[src/rtl/trk_column_pkg.sv]
package trk_column_pkg;

  localparam logic [7:0] CHAR_SRC = 8'h2B;
  localparam logic [7:0] CHAR_TGT = 8'h23;
  localparam logic [7:0] CHAR_BAR = 8'h7C;

  typedef enum logic [1:0] {
    CL_NONE = 2'd0,
    CL_SRC  = 2'd1,
    CL_TGT  = 2'd2,
    CL_BAR  = 2'd3
  } chClass_e;

  typedef struct packed {
    logic load;  // take a legal column into the queue
    logic drop;  // an illegal column was taken: clear the queue
    logic pop;   // retire the head operation
  } ctlStrobe_t;

  function automatic chClass_e classify(input logic [7:0] ch);
    case (ch)
      CHAR_SRC: return CL_SRC;
      CHAR_TGT: return CL_TGT;
      CHAR_BAR: return CL_BAR;
      default:  return CL_NONE;
    endcase
  endfunction

  function automatic logic isPair(input chClass_e a, input chClass_e b);
    return ((a == CL_SRC) && (b == CL_TGT)) || ((a == CL_TGT) && (b == CL_SRC));
  endfunction

endpackage

[src/rtl/trk_col_parse.sv]
module trk_col_parse
  import trk_column_pkg::*;
#(
  parameter int K = 8
) (
  input  logic [8*K-1:0] colData,
  output logic [K-1:0]   startMask,
  output logic [K-1:0]   longMask,
  output logic [K-1:0]   tgtTopMask,
  output logic           parseErr
);

  localparam int PADDED = K + 2;

  chClass_e cls [PADDED];

  always_comb begin
    for (int i = 0; i < K; i++) begin
      cls[i] = classify(colData[8*(K-1-i) +: 8]);
    end
    cls[K]   = CL_NONE;
    cls[K+1] = CL_NONE;
  end

  // The top-most unclaimed mark can only pair with the next mark below it,
  // so a single top-down greedy walk decides legality uniquely.
  always_comb begin
    int skip;
    skip       = 0;
    startMask  = '0;
    longMask   = '0;
    tgtTopMask = '0;
    parseErr   = 1'b0;
    for (int i = 0; i < K; i++) begin
      if (skip > 0) begin
        skip = skip - 1;
      end else if ((cls[i] == CL_SRC) || (cls[i] == CL_TGT)) begin
        if (isPair(cls[i], cls[i+1])) begin
          startMask[i]  = 1'b1;
          tgtTopMask[i] = (cls[i] == CL_TGT);
          skip          = 1;
        end else if ((cls[i+1] == CL_BAR) && isPair(cls[i], cls[i+2])) begin
          startMask[i]  = 1'b1;
          longMask[i]   = 1'b1;
          tgtTopMask[i] = (cls[i] == CL_TGT);
          skip          = 2;
        end else begin
          parseErr = 1'b1;
        end
      end else if (cls[i] == CL_BAR) begin
        parseErr = 1'b1;
      end
    end
  end

endmodule

[src/rtl/trk_op_queue.sv]
module trk_op_queue
  import trk_column_pkg::*;
#(
  parameter int K  = 8,
  parameter int IW = $clog2(K)
) (
  input  logic          clk,
  input  logic          rstN,
  input  ctlStrobe_t    ctl,
  input  logic [K-1:0]  startIn,
  input  logic [K-1:0]  longIn,
  input  logic [K-1:0]  tgtTopIn,
  output logic          opValid,
  output logic          lastOp,
  output logic [IW-1:0] opTarget,
  output logic [IW-1:0] opSource
);

  logic [K-1:0]  pending;
  logic [K-1:0]  longReg;
  logic [K-1:0]  tgtTopReg;
  logic [K-1:0]  headHot;
  logic [IW-1:0] headIdx;
  logic [IW-1:0] lowIdx;
  logic          headLong;
  logic          headTgtTop;

  always_ff @(posedge clk or negedge rstN) begin
    if (!rstN) begin
      pending   <= '0;
      longReg   <= '0;
      tgtTopReg <= '0;
    end else if (ctl.load) begin
      pending   <= startIn;
      longReg   <= longIn;
      tgtTopReg <= tgtTopIn;
    end else if (ctl.drop) begin
      pending   <= '0;
    end else if (ctl.pop) begin
      pending   <= pending & ~headHot;
    end
  end

  assign headHot = pending & (~pending + K'(1));

  always_comb begin
    headIdx = '0;
    for (int i = 0; i < K; i++) begin
      if (headHot[i]) headIdx = headIdx | IW'(i);
    end
  end

  assign headLong   = |(longReg & headHot);
  assign headTgtTop = |(tgtTopReg & headHot);
  assign lowIdx     = headIdx + IW'(1) + IW'(headLong);

  assign opValid  = |pending;
  assign lastOp   = opValid && ((pending & ~headHot) == '0);
  assign opTarget = headTgtTop ? headIdx : lowIdx;
  assign opSource = headTgtTop ? lowIdx : headIdx;

endmodule

[src/rtl/trk_op_ctrl.sv]
module trk_op_ctrl
  import trk_column_pkg::*;
(
  input  logic       clk,
  input  logic       rstN,
  input  logic       colValid,
  input  logic       opValid,
  input  logic       lastOp,
  input  logic       parseErr,
  output logic       colReady,
  output ctlStrobe_t ctl,
  output logic       synErr
);

  logic accept;

  assign colReady = !opValid || lastOp;
  assign accept   = colValid && colReady;

  always_comb begin
    ctl.load = accept && !parseErr;
    ctl.drop = accept && parseErr;
    ctl.pop  = opValid;
  end

  always_ff @(posedge clk or negedge rstN) begin
    if (!rstN) synErr <= 1'b0;
    else       synErr <= accept && parseErr;
  end

endmodule

[src/rtl/trk_column_decoder.sv]
module trk_column_decoder
  import trk_column_pkg::*;
#(
  parameter int K  = 8,
  parameter int IW = $clog2(K)
) (
  input  logic          clk,
  input  logic          rstN,
  input  logic          colValid,
  output logic          colReady,
  input  logic [8*K-1:0] colData,
  output logic          opValid,
  output logic [IW-1:0] opTarget,
  output logic [IW-1:0] opSource,
  output logic          synErr
);

  ctlStrobe_t   ctl;
  logic [K-1:0] startMask;
  logic [K-1:0] longMask;
  logic [K-1:0] tgtTopMask;
  logic         parseErr;
  logic         lastOp;

  trk_col_parse #(.K(K)) uParse (
    .colData    (colData),
    .startMask  (startMask),
    .longMask   (longMask),
    .tgtTopMask (tgtTopMask),
    .parseErr   (parseErr)
  );

  trk_op_queue #(.K(K), .IW(IW)) uQueue (
    .clk      (clk),
    .rstN     (rstN),
    .ctl      (ctl),
    .startIn  (startMask),
    .longIn   (longMask),
    .tgtTopIn (tgtTopMask),
    .opValid  (opValid),
    .lastOp   (lastOp),
    .opTarget (opTarget),
    .opSource (opSource)
  );

  trk_op_ctrl uCtrl (
    .clk      (clk),
    .rstN     (rstN),
    .colValid (colValid),
    .opValid  (opValid),
    .lastOp   (lastOp),
    .parseErr (parseErr),
    .colReady (colReady),
    .ctl      (ctl),
    .synErr   (synErr)
  );

endmodule

[config.mk]
export PLATFORM = sky130hd
export DESIGN_NAME = trk_column_decoder
export DESIGN_NICKNAME = d
export VERILOG_FILES = /design/src/rtl/trk_column_pkg.sv /design/src/rtl/trk_col_parse.sv /design/src/rtl/trk_op_queue.sv /design/src/rtl/trk_op_ctrl.sv /design/src/rtl/trk_column_decoder.sv
export SDC_FILE = /design/constraint.sdc
export NUM_CORES = 1
export LEC_CHECK = 0
export ABC_CLOCK_PERIOD_IN_PS = 3850
export BUFFER_PORTS_ARGS = -buffer_cell sky130_fd_sc_hd__buf_4
export CAP_MARGIN = 30
export CORE_MARGIN = 2
export CORE_UTILIZATION = 59
export DETAILED_ROUTE_END_ITERATION = 8
export GPL_TIMING_DRIVEN = 1
export PLACE_DENSITY = 0.82
export SETUP_SLACK_MARGIN = 0.2
export SYNTH_ARGS = -nofsm -noshare
export SYNTH_HDL_FRONTEND = slang
export SYNTH_HIERARCHICAL = 1
export SYNTH_SLANG_ARGS = --single-unit
[constraint.sdc]
create_clock -name clk -period 3.85 [get_ports clk]
set_clock_uncertainty 0.1 [all_clocks]
set_input_delay 0.5775 -clock clk [delete_from_list [all_inputs] [get_ports clk]]
set_output_delay 0.5775 -clock clk [all_outputs]
set_load 0.05 [all_outputs]
==> flow_summary.yaml, run 1 <==
outcome:
  outcome: "aborted with a tool error"
  haltStage: "clock tree synthesis (4_1_cts)"
  error: "[ERROR DPL-0033] detailed placement checks failed during check placement."
yosys:
  yosys_warnings: 6
  synthFlopType: "dfrtp_1"
  synth.area.top_cells: "dfrtp_1 (14%), ha_1 (11%), nand2_1 (5.4%)"
  syn-instance-count: 560
  async_reset_ff_frac: 1.00
  syn_avg_cell_area_um2: 7.76
  yosys.cell_types.count: 101
  yosys-top-cells-count: "nand2_1 (63), inv_1 (42), o21ai_0 (39)"
  synth_edf_count: 0
  ys_ff_latch: 25
  synth_area_leader_cell: "dfrtp_1"
  synth_area_um2: 4350
  yosysMostFrequentCell: "nand2_1"
  seq_area_frac_synth: 0.144
  netlist.area_leader.share: 0.144
place:
  pre_cts_ws_ps: -5200
  place.port_buffers: 75
  placed_cells: 878
  finalWeightedCongestion: 0.943
  post-dp-hpwl_mm: 14.0
cts:
  cts-root-buf: "clkbuf_8"
  cts_setup_buffers: 35
  cts.htree.levels: 1
  ctsResizeCount: 94
  cts.path.max_buffers: 2
  cts_buffers: 3
  cts_sinks: 25
  cts-hold-fix-buffers: 0
floorplan:
  ios: 76
  initial_core_util: 0.606
  dieHeight_um: 89.8
  die_w_um: 89.8
  rows: 31
[per-stage QoR]
step	TNS [ps]	utilization	cell area (um2)
detailed placement	-127480	0.872	6260
global placement	-107120	0.872	6260
floorplan	-96150	-	4530
[kinds of logic after synthesis]
family,after synthesis,synth area share
fa+ha+maj,39,0.112
buf+inv,64,0.0702
xor+xnor,5,0.0101
compound gates,156,0.266
simple gates,240,0.324
mux,29,0.0719
other cells,2,0.00173
flops,25,0.144
==> run 2, diff against run 1 <==
--- a/config.mk
+++ b/config.mk
@@ -9,11 +9,10 @@
 export BUFFER_PORTS_ARGS = -buffer_cell sky130_fd_sc_hd__buf_4
 export CAP_MARGIN = 30
 export CORE_MARGIN = 2
-export CORE_UTILIZATION = 59
+export CORE_UTILIZATION = 40
 export DETAILED_ROUTE_END_ITERATION = 8
 export GPL_TIMING_DRIVEN = 1
-export PLACE_DENSITY = 0.82
-export SETUP_SLACK_MARGIN = 0.2
+export PLACE_DENSITY_LB_ADDON = 0.15
 export SYNTH_ARGS = -nofsm -noshare
 export SYNTH_HDL_FRONTEND = slang
 export SYNTH_HIERARCHICAL = 1
==> flow_summary.yaml, run 2 <==
final_layout:
  syn2layout_area_growth_pct: 58.8
  final_layout_size_suffix_gt1_frac: 0.488
  diodes: 0
  final_cell_mix: "buf_4 (244), nand2_1 (59), inv_1 (35), nor2_1 (31), o21ai_0 (31)"
  final_common_cell: "buf_4"
  nets: 916
  nFillCells: 937
  reg.largest.list: "uQueue/longReg x8, uQueue/pending x8, uQueue/tgtTopReg x8"
sta:
  setup_tns_ps: -102800
  fin_crit_sh: 2.10
  clock.fmax_mhz: 124
  rsz0062_at_grt: "yes"
  fin_ws_ps: -4220
  slew_headroom: 0.613
  finalHoldViolCount: 0
  maxSlewViolCount: 0
  finalSetupViolations: 25
  min_period_ps: 8070
  worst_pin_slew_ps: 575
floorplan:
  rows: 38
  dieArea_um2: 11700
  initial_core_util: 0.405
  dieHeight_um: 108
  die_w_um: 108
  ios: 76
  core-area_um2: 10700
place:
  pre_cts_ws_ps: -4800
  finalWeightedCongestion: 0.859
  place.port_buffers: 75
  post-dp-hpwl_mm: 11.2
yosys:
  syn-instance-count: 560
  synth_area_leader_cell: "dfrtp_1"
  yosys-top-cells-count: "nand2_1 (63), inv_1 (42), o21ai_0 (39)"
  netlist.area_leader.share: 0.144
  syn_avg_cell_area_um2: 7.76
  synthFlopType: "dfrtp_1"
  synth_area_um2: 4350
  yosys_warnings: 6
  synth_edf_count: 0
  synth.area.top_cells: "dfrtp_1 (14%), ha_1 (11%), nand2_1 (5.4%)"
  async_reset_ff_frac: 1.00
  yosys.cell_types.count: 101
  yosysMostFrequentCell: "nand2_1"
  seq_area_frac_synth: 0.144
  ys_ff_latch: 25
global_routing:
  grt_pass1_vias: 5219
  grt_overflow: 0
  grt_pass1_wl_mm: 23.6
  grt_max_degree: 26
  antenna_found_initial: 0
  grt_usage: 0.246
cts:
  cts-hold-fix-buffers: 0
  cts.htree.levels: 1
  cts.clk_slew.worst_paths_ps: 90
  clkLatencyLatePin_ps: 270
  tritoncts: "built"
  cts_buffers: 3
  cts_sinks: 25
  cts-root-buf: "clkbuf_8"
  cts.path.max_buffers: 2
drt:
  antenna_left: 0
  dr.pass1.iters: 5
  wire_per_inst_um: 15.1
  wl_mm: 14.3
  drt-vias-per-instance: 5.35
  drt_drc_violations_left: 0
  num_vias: 5082
  drt-initial-drc-count: 296
critical_path:
  cp_max_fo: 8
  crit_path_start_kind: "primary input"
  critPathArrivalTime_ps: 8120
  cp.required_ps: 3910
  cp-end-kind: "register"
  crit_path_top_delay_cell: "o31ai_4"
  path_class: "primary input to register"
  cpPeakStageDelay_ps: 350
power:
  leakage_nw: 3.31
  ir_drop_v: 0.000394
  power_density_nw_per_um2: 142
job:
  cap_violations: 0
min_path:
  hp-class: "primary input to asynchronous set/reset pin"
outcome:
  failed_checks: "setup timing"
  outcome: "finished with violations"
-- run 2: worst paths after layout --
kind | startpoint | end | slack (ps) | cells after the start
worst max-delay path | colData[52] | uQueue/longReg[5] | -4220 | 46
worst min-delay path | rstN | uQueue/tgtTopReg[1] | 90 | 1
max in group asynchronous | rstN | uCtrl/synErr | 3310 | 1
worst max register to register | uQueue/pending[4] | uQueue/tgtTopReg[7] | 960 | 10
worst min register to register | uQueue/tgtTopReg[0] | uQueue/tgtTopReg[0] | 420 | 1
min in group clk | uQueue/tgtTopReg[0] | uQueue/tgtTopReg[0] | 420 | 1
-- run 2: critical path: cells and delay by family --
family / cells / cell delay, ps
AO/OA/AOI/OAI: 16 / 2690
multiplexers: 1 / 280
AND/OR/NAND/NOR: 11 / 2220
buffers and inverters: 12 / 1270
adder cells (fa/ha/maj): 6 / 1050
-- run 2: repair_timing --
| action | 4_1_cts | 5_1_grt |
|---|---|---|
| resized for setup | 44 | 46 |
| pin swaps | 12 | 34 |
| gates cloned | 3 | 0 |
| endpoints found under the setup margin | 25 | 25 |
| setup buffers | 18 | 8 |
-- run 2: through the flow --
stage | area (um2) | hold WS [ps] | std cells | util | power, W
6_report | 6900 | 94.8 | 950 | 0.642 | 0.000977
5_1_grt | 6900 | 114 | 950 | 0.642 | 0.00103
4_1_cts | 6710 | 96.9 | 944 | 0.624 | 0.000978
3_5_place_dp | 6300 | 394 | 919 | 0.586 | 0.000772
3_3_place_gp | 6300 | 390 | 919 | 0.586 | 0.000759
2_1_floorplan | 4520 | 182 | 566 | - | 0.000609
-- run 2: power breakdown --
part | total, W | switching (W) | internal [W]
Sequential | 0.000290 | 0.0000143 | 0.000276
Combinational | 0.000533 | 0.000304 | 0.000229
Clock | 0.000154 | 0.0000820 | 0.0000724
Total | 0.000977 | 0.000400 | 0.000577
-- run 2: layer usage --
metal | GRT usage | up-vias | part of all wire
li1 | - | 2553 | -
met1 | 0.308 | 2431 | 0.44
met2 | 0.465 | 76 | 0.52
met3 | 0.0102 | 22 | 0.024
met4 | 0.0522 | 0 | 0.018
met5 | 0 | - | 0
-- run 2: cell type report --
type | instances | area (um2) | area share
well taps | 140 | 175 | 0.0254
clock buffers | 3 | 41.3 | 0.00598
flip-flops and latches | 25 | 626 | 0.0906
inverters | 45 | 185 | 0.0268
clock inverters | 1 | 5.00 | 0.000725
repair buffers | 259 | 2030 | 0.293
multi-input cells | 477 | 3840 | 0.557
-- run 2: cells by family (layout without fill, tap and decap cells) --
logic type,count (synthesis),after routing,synth area share
other cells,2,8,0.00173
fa+ha+maj,39,39,0.112
mux,29,29,0.0719
buf+inv,64,308,0.0702
simple gates,240,240,0.324
compound gates,156,156,0.266
flops,25,25,0.144
xor+xnor,5,5,0.0101
No activity file was read; power rests on OpenSTA's default activity.
==> run 3, diff against run 2 <==
--- a/config.mk
+++ b/config.mk
@@ -10,9 +10,11 @@
 export CAP_MARGIN = 30
 export CORE_MARGIN = 2
 export CORE_UTILIZATION = 40
+export CTS_CLUSTER_SIZE = 10
 export DETAILED_ROUTE_END_ITERATION = 8
 export GPL_TIMING_DRIVEN = 1
 export PLACE_DENSITY_LB_ADDON = 0.15
+export SETUP_SLACK_MARGIN = 0.1
 export SYNTH_ARGS = -nofsm -noshare
 export SYNTH_HDL_FRONTEND = slang
 export SYNTH_HIERARCHICAL = 1
==> flow_summary.yaml, run 3 (synthesis results as in run 2) <==
outcome:
  outcome: "finished with violations"
  failed_checks: "setup timing"
cts:
  cts-root-buf: "clkbuf_8"
  clkLatencyLatePin_ps: 270
  cts.path.max_buffers: 2
  cts_sinks: 25
  cts-hold-fix-buffers: 0
  cts.htree.levels: 1
  tritoncts: "built"
  cts.clk_slew.worst_paths_ps: 90
  cts_buffers: 3
power:
  leakage_nw: 3.33
  p_total_w: 0.000981
  power.switching_w: 0.000402
  ir_drop_v: 0.000394
  p_sw_frac: 0.410
  clock_power_share: 0.159
  combinationalPowerShare: 0.546
  power_density_nw_per_um2: 141
  p_int_w: 0.000579
  seqPwrFrac: 0.295
drt:
  met2WireLength_mm: 7.43
  drt_drc_violations_left: 0
  routed.top_layer: "met4"
  wire_per_inst_um: 15.1
  wl_met3_um: 365
  num_vias: 5095
  drt-vias-per-instance: 5.35
  wl_met1_mm: 6.37
  drt-initial-drc-count: 298
  antenna_left: 0
  wl_mm: 14.4
  dr.pass1.iters: 7
final_layout:
  final_cells: 953
  nets: 919
  finalCoreUtilization: 0.645
  final_common_cell: "buf_4"
  diodes: 0
  final_layout_size_suffix_gt1_frac: 0.490
  nFillCells: 936
  final_cell_mix: "buf_4 (247), nand2_1 (59), inv_1 (35), nor2_1 (31), o21ai_0 (31)"
  reg.largest.list: "uQueue/longReg x8, uQueue/pending x8, uQueue/tgtTopReg x8"
  syn2layout_area_growth_pct: 59.5
floorplan:
  dieArea_um2: 11700
  rows: 38
  dieHeight_um: 108
  initial_core_util: 0.405
  core-area_um2: 10700
  die_w_um: 108
  ios: 76
critical_path:
  critPathArrivalTime_ps: 8170
  cp-end-kind: "register"
  cp_max_fo: 8
  reg2regPathDepth: 10
  path_class: "primary input to register"
  r2r_start: "uQueue/pending[4]"
  crit_path_top_delay_cell: "o31ai_4"
  crit_path_start_kind: "primary input"
  cpPeakStageDelay_ps: 350
  timing.rr.end: "uQueue/tgtTopReg[6]"
  cp.required_ps: 3910
  r2r_slack_ps: 970
global_routing:
  antenna_found_initial: 0
  grt_usage: 0.246
  grt_max_degree: 26
  grt_pass1_wl_mm: 23.6
  grt_pass1_vias: 5219
  grt_overflow: 0
sta:
  maxSlewViolCount: 0
  finalHoldViolCount: 0
  slew_headroom: 0.622
  fin_crit_sh: 2.11
  fin_ws_ps: -4260
  finalSetupViolations: 25
  clock.fmax_mhz: 123
  rsz0062_at_grt: "yes"
  min_period_ps: 8110
  worst_pin_slew_ps: 562
place:
  placed_cells: 919
  post-dp-hpwl_mm: 11.2
  finalWeightedCongestion: 0.859
  place.port_buffers: 75
min_path:
  hp-class: "primary input to asynchronous set/reset pin"
job:
  cap_violations: 0
run 3: layout make-up:
cell class | count | area (um2) | share of cell area
clock buffer | 3 | 41.3 | 0.00596
clock inverter | 1 | 5.00 | 0.000722
inverter | 45 | 185 | 0.0267
multi-input combinational | 477 | 3850 | 0.556
sequential | 25 | 626 | 0.0902
tap | 140 | 175 | 0.0253
timing repair buffer | 262 | 2050 | 0.295
run 3: through the flow:
stage          TNS, ps  hold WS [ps]  worst slack, ps  area [um2]
6_report       -103700          93.8            -4260        6930
5_1_grt        -112830           114            -4620        6930
4_1_cts         -98020          96.9            -4000        6710
3_5_place_dp   -118110           394            -4800        6300
3_3_place_gp   -107030           390            -4350        6300
2_1_floorplan   -96150           182            -3920        4520
run 3: worst max-delay path by stage:
| stage | start | end | cells past startpoint |
|---|---|---|---|
| 6_report | colData[52] | uQueue/longReg[3] | 46 |
| 2_1_floorplan | colData[44] | uQueue/longReg[0] | 40 |
| 3_3_place_gp | colData[63] | uQueue/longReg[1] | 42 |
| 3_5_place_dp | colData[52] | uQueue/tgtTopReg[3] | 44 |
| 5_1_grt | colData[55] | uQueue/longReg[5] | 46 |
| 4_1_cts | colData[42] | uQueue/tgtTopReg[2] | 44 |
run 3: timing repair:
action                     CTS  global route
gates resized for setup     44            48
buffers inserted            18            11
setup endpoints to repair   25            25
pin swaps                   12            34
cloned                       3             0
run 3: worst max-delay path: cells and delay by family:
family / cells / cell delay, ps
AND/OR/NAND/NOR: 11 / 2250
buffers and inverters: 12 / 1280
AO/OA/AOI/OAI: 16 / 2720
multiplexers: 1 / 290
adder cells (fa/ha/maj): 6 / 1050
run 3: power by group through the flow:
| stage | Clock, W | Sequential [W] | Combinational, W |
|---|---|---|---|
| 4_1_cts | 0.000157 | 0.000288 | 0.000532 |
| 3_5_place_dp | 0 | 0.000294 | 0.000479 |
| 6_report | 0.000156 | 0.000290 | 0.000536 |
| 3_3_place_gp | 0 | 0.000293 | 0.000466 |
| 5_1_grt | 0.000166 | 0.000291 | 0.000572 |
| 2_1_floorplan | 0 | 0.000291 | 0.000317 |
run 3: per-layer routing:
layer  vias up  GRT usage
li1       2557          -
met1      2437      0.308
met2        79      0.465
met3        22     0.0102
met4         0     0.0522
met5         -          0
==> run 4, diff against run 3 <==
--- a/config.mk
+++ b/config.mk
@@ -13,7 +13,7 @@
 export CTS_CLUSTER_SIZE = 10
 export DETAILED_ROUTE_END_ITERATION = 8
 export GPL_TIMING_DRIVEN = 1
-export PLACE_DENSITY_LB_ADDON = 0.15
+export PLACE_DENSITY = 0.67
 export SETUP_SLACK_MARGIN = 0.1
 export SYNTH_ARGS = -nofsm -noshare
 export SYNTH_HDL_FRONTEND = slang
==> flow_summary.yaml, run 4 (synthesis results as in run 2) <==
final_layout:
  final_layout_size_suffix_gt1_frac: 0.500
  diodes: 0
  syn2layout_area_growth_pct: 64.0
  final_common_cell: "buf_4"
  reg.largest.list: "uQueue/longReg x8, uQueue/pending x8, uQueue/tgtTopReg x8"
  nets: 942
  finalCoreUtilization: 0.663
  stdcell_area_um2: 7130
  nFillCells: 823
  final_cell_mix: "buf_4 (270), nand2_1 (60), inv_1 (35), nor2_1 (30)"
place:
  pre_cts_ws_ps: -4760
  post-dp-hpwl_mm: 11.5
  finalWeightedCongestion: 0.883
  placedInstanceArea_um2: 6280
  place.port_buffers: 75
floorplan:
  dieHeight_um: 108
  die_w_um: 108
  dieArea_um2: 11700
  rows: 38
  core-area_um2: 10700
  initial_core_util: 0.405
  ios: 76
drt:
  wl_mm: 16.4
  num_vias: 5409
  drt-vias-per-instance: 5.54
  drt_drc_violations_left: 0
  drt-initial-drc-count: 339
  antenna_left: 0
  wire_per_inst_um: 16.8
  dr.pass1.iters: 5
global_routing:
  grt_pass1_wl_mm: 25.5
  grt_max_degree: 26
  grt_overflow: 0
  antenna_found_initial: 0
  grt_usage: 0.267
  grt_pass1_vias: 5533
critical_path:
  crit_path_start_kind: "primary input"
  crit_path_top_delay_cell: "or4_4"
  cpPeakStageDelay_ps: 520
  cp-end-kind: "register"
  r2r_slack_ps: 940
  critPathArrivalTime_ps: 8260
  cp.required_ps: 3920
  path_class: "primary input to register"
  cp_max_fo: 9
cts:
  tritoncts: "built"
  cts-root-buf: "clkbuf_8"
  cts-hold-fix-buffers: 0
  cts_sinks: 25
  cts_buffers: 3
  cts.clk_slew.worst_paths_ps: 80
  clkLatencyLatePin_ps: 270
  cts.path.max_buffers: 2
  cts.htree.levels: 1
outcome:
  failed_checks: "setup timing"
  outcome: "finished with violations"
sta:
  finalHoldViolCount: 0
  min_period_ps: 8190
  fin_crit_sh: 2.13
  maxSlewViolCount: 0
  worst_pin_slew_ps: 535
  finalSetupViolations: 25
  clock.fmax_mhz: 122
  setup_tns_ps: -107380
  fin_ws_ps: -4340
  rsz0062_at_grt: "yes"
  slew_headroom: 0.640
job:
  cap_violations: 0
power:
  power_density_nw_per_um2: 137
  leakage_nw: 3.41
  ir_drop_v: 0.000373
min_path:
  hp-class: "primary input to asynchronous set/reset pin"
[run 4: repair_timing]
item / 4_1_cts / 5_1_grt
endpoints found under the setup margin: 25 / 27
gates resized for setup: 57 / 36
cloned: 2 / 0
setup buffers: 41 / 13
pin swaps: 28 / 25
[run 4: worst max-delay path: cells and delay by family]
kind / cells / cell delay [ps]
buffers and inverters: 12 / 1260
adder cells (fa/ha/maj): 6 / 1110
AND/OR/NAND/NOR: 10 / 2020
multiplexers: 3 / 670
AO/OA/AOI/OAI: 13 / 2610
[run 4: worst paths after layout]
path / endpoint / cells past startpoint / startpoint
hold / removal: uQueue/longReg[0] / 1 / rstN
min in group clk: uQueue/longReg[7] / 1 / uQueue/longReg[7]
setup reg to reg: uQueue/longReg[6] / 9 / uQueue/pending[4]
setup / recovery: uQueue/longReg[6] / 44 / colData[44]
hold reg to reg: uQueue/longReg[7] / 1 / uQueue/longReg[7]
max in group asynchronous: uQueue/pending[3] / 1 / rstN
[run 4: where the power goes]
part | internal, W | leakage (nW) | switching, W | total (W)
logic | 0.000226 | 3.05 | 0.000306 | 0.000532
registers | 0.000276 | 0.339 | 0.0000135 | 0.000289
clock network | 0.0000726 | 0.0255 | 0.0000826 | 0.000155
[run 4: cell type report]
cell class                      count  area (um2)  share of cell area
Multi-Input combinational cell    477        3870               0.542
Clock buffer                        3        41.3             0.00579
Inverter                           45         180              0.0253
Timing Repair Buffer              285        2230               0.313
Tap cell                          140         175              0.0246
Clock inverter                      1        5.00            0.000702
Sequential cell                    25         627              0.0879
[run 4: layer usage]
| layer | GRT usage | wire length [um] | vias up | share of wire |
|---|---|---|---|---|
| met3 | 0.0229 | 621 | 44 | 0.038 |
| met2 | 0.496 | 8540 | 179 | 0.52 |
| li1 | - | - | 2606 | - |
| met1 | 0.322 | 6750 | 2580 | 0.41 |
| met4 | 0.0897 | 479 | 0 | 0.029 |
| met5 | 0 | 0 | - | 0 |
[run 4: per-stage QoR]
stage | power, W | std cells | hold WS [ps]
finish | 0.000977 | 976 | 83.9
detailed placement | 0.000773 | 916 | 392
CTS | 0.000975 | 963 | 95.7
floorplan | 0.000609 | 566 | 182
global route | 0.00103 | 976 | 96.9
global placement | 0.000757 | 916 | 388
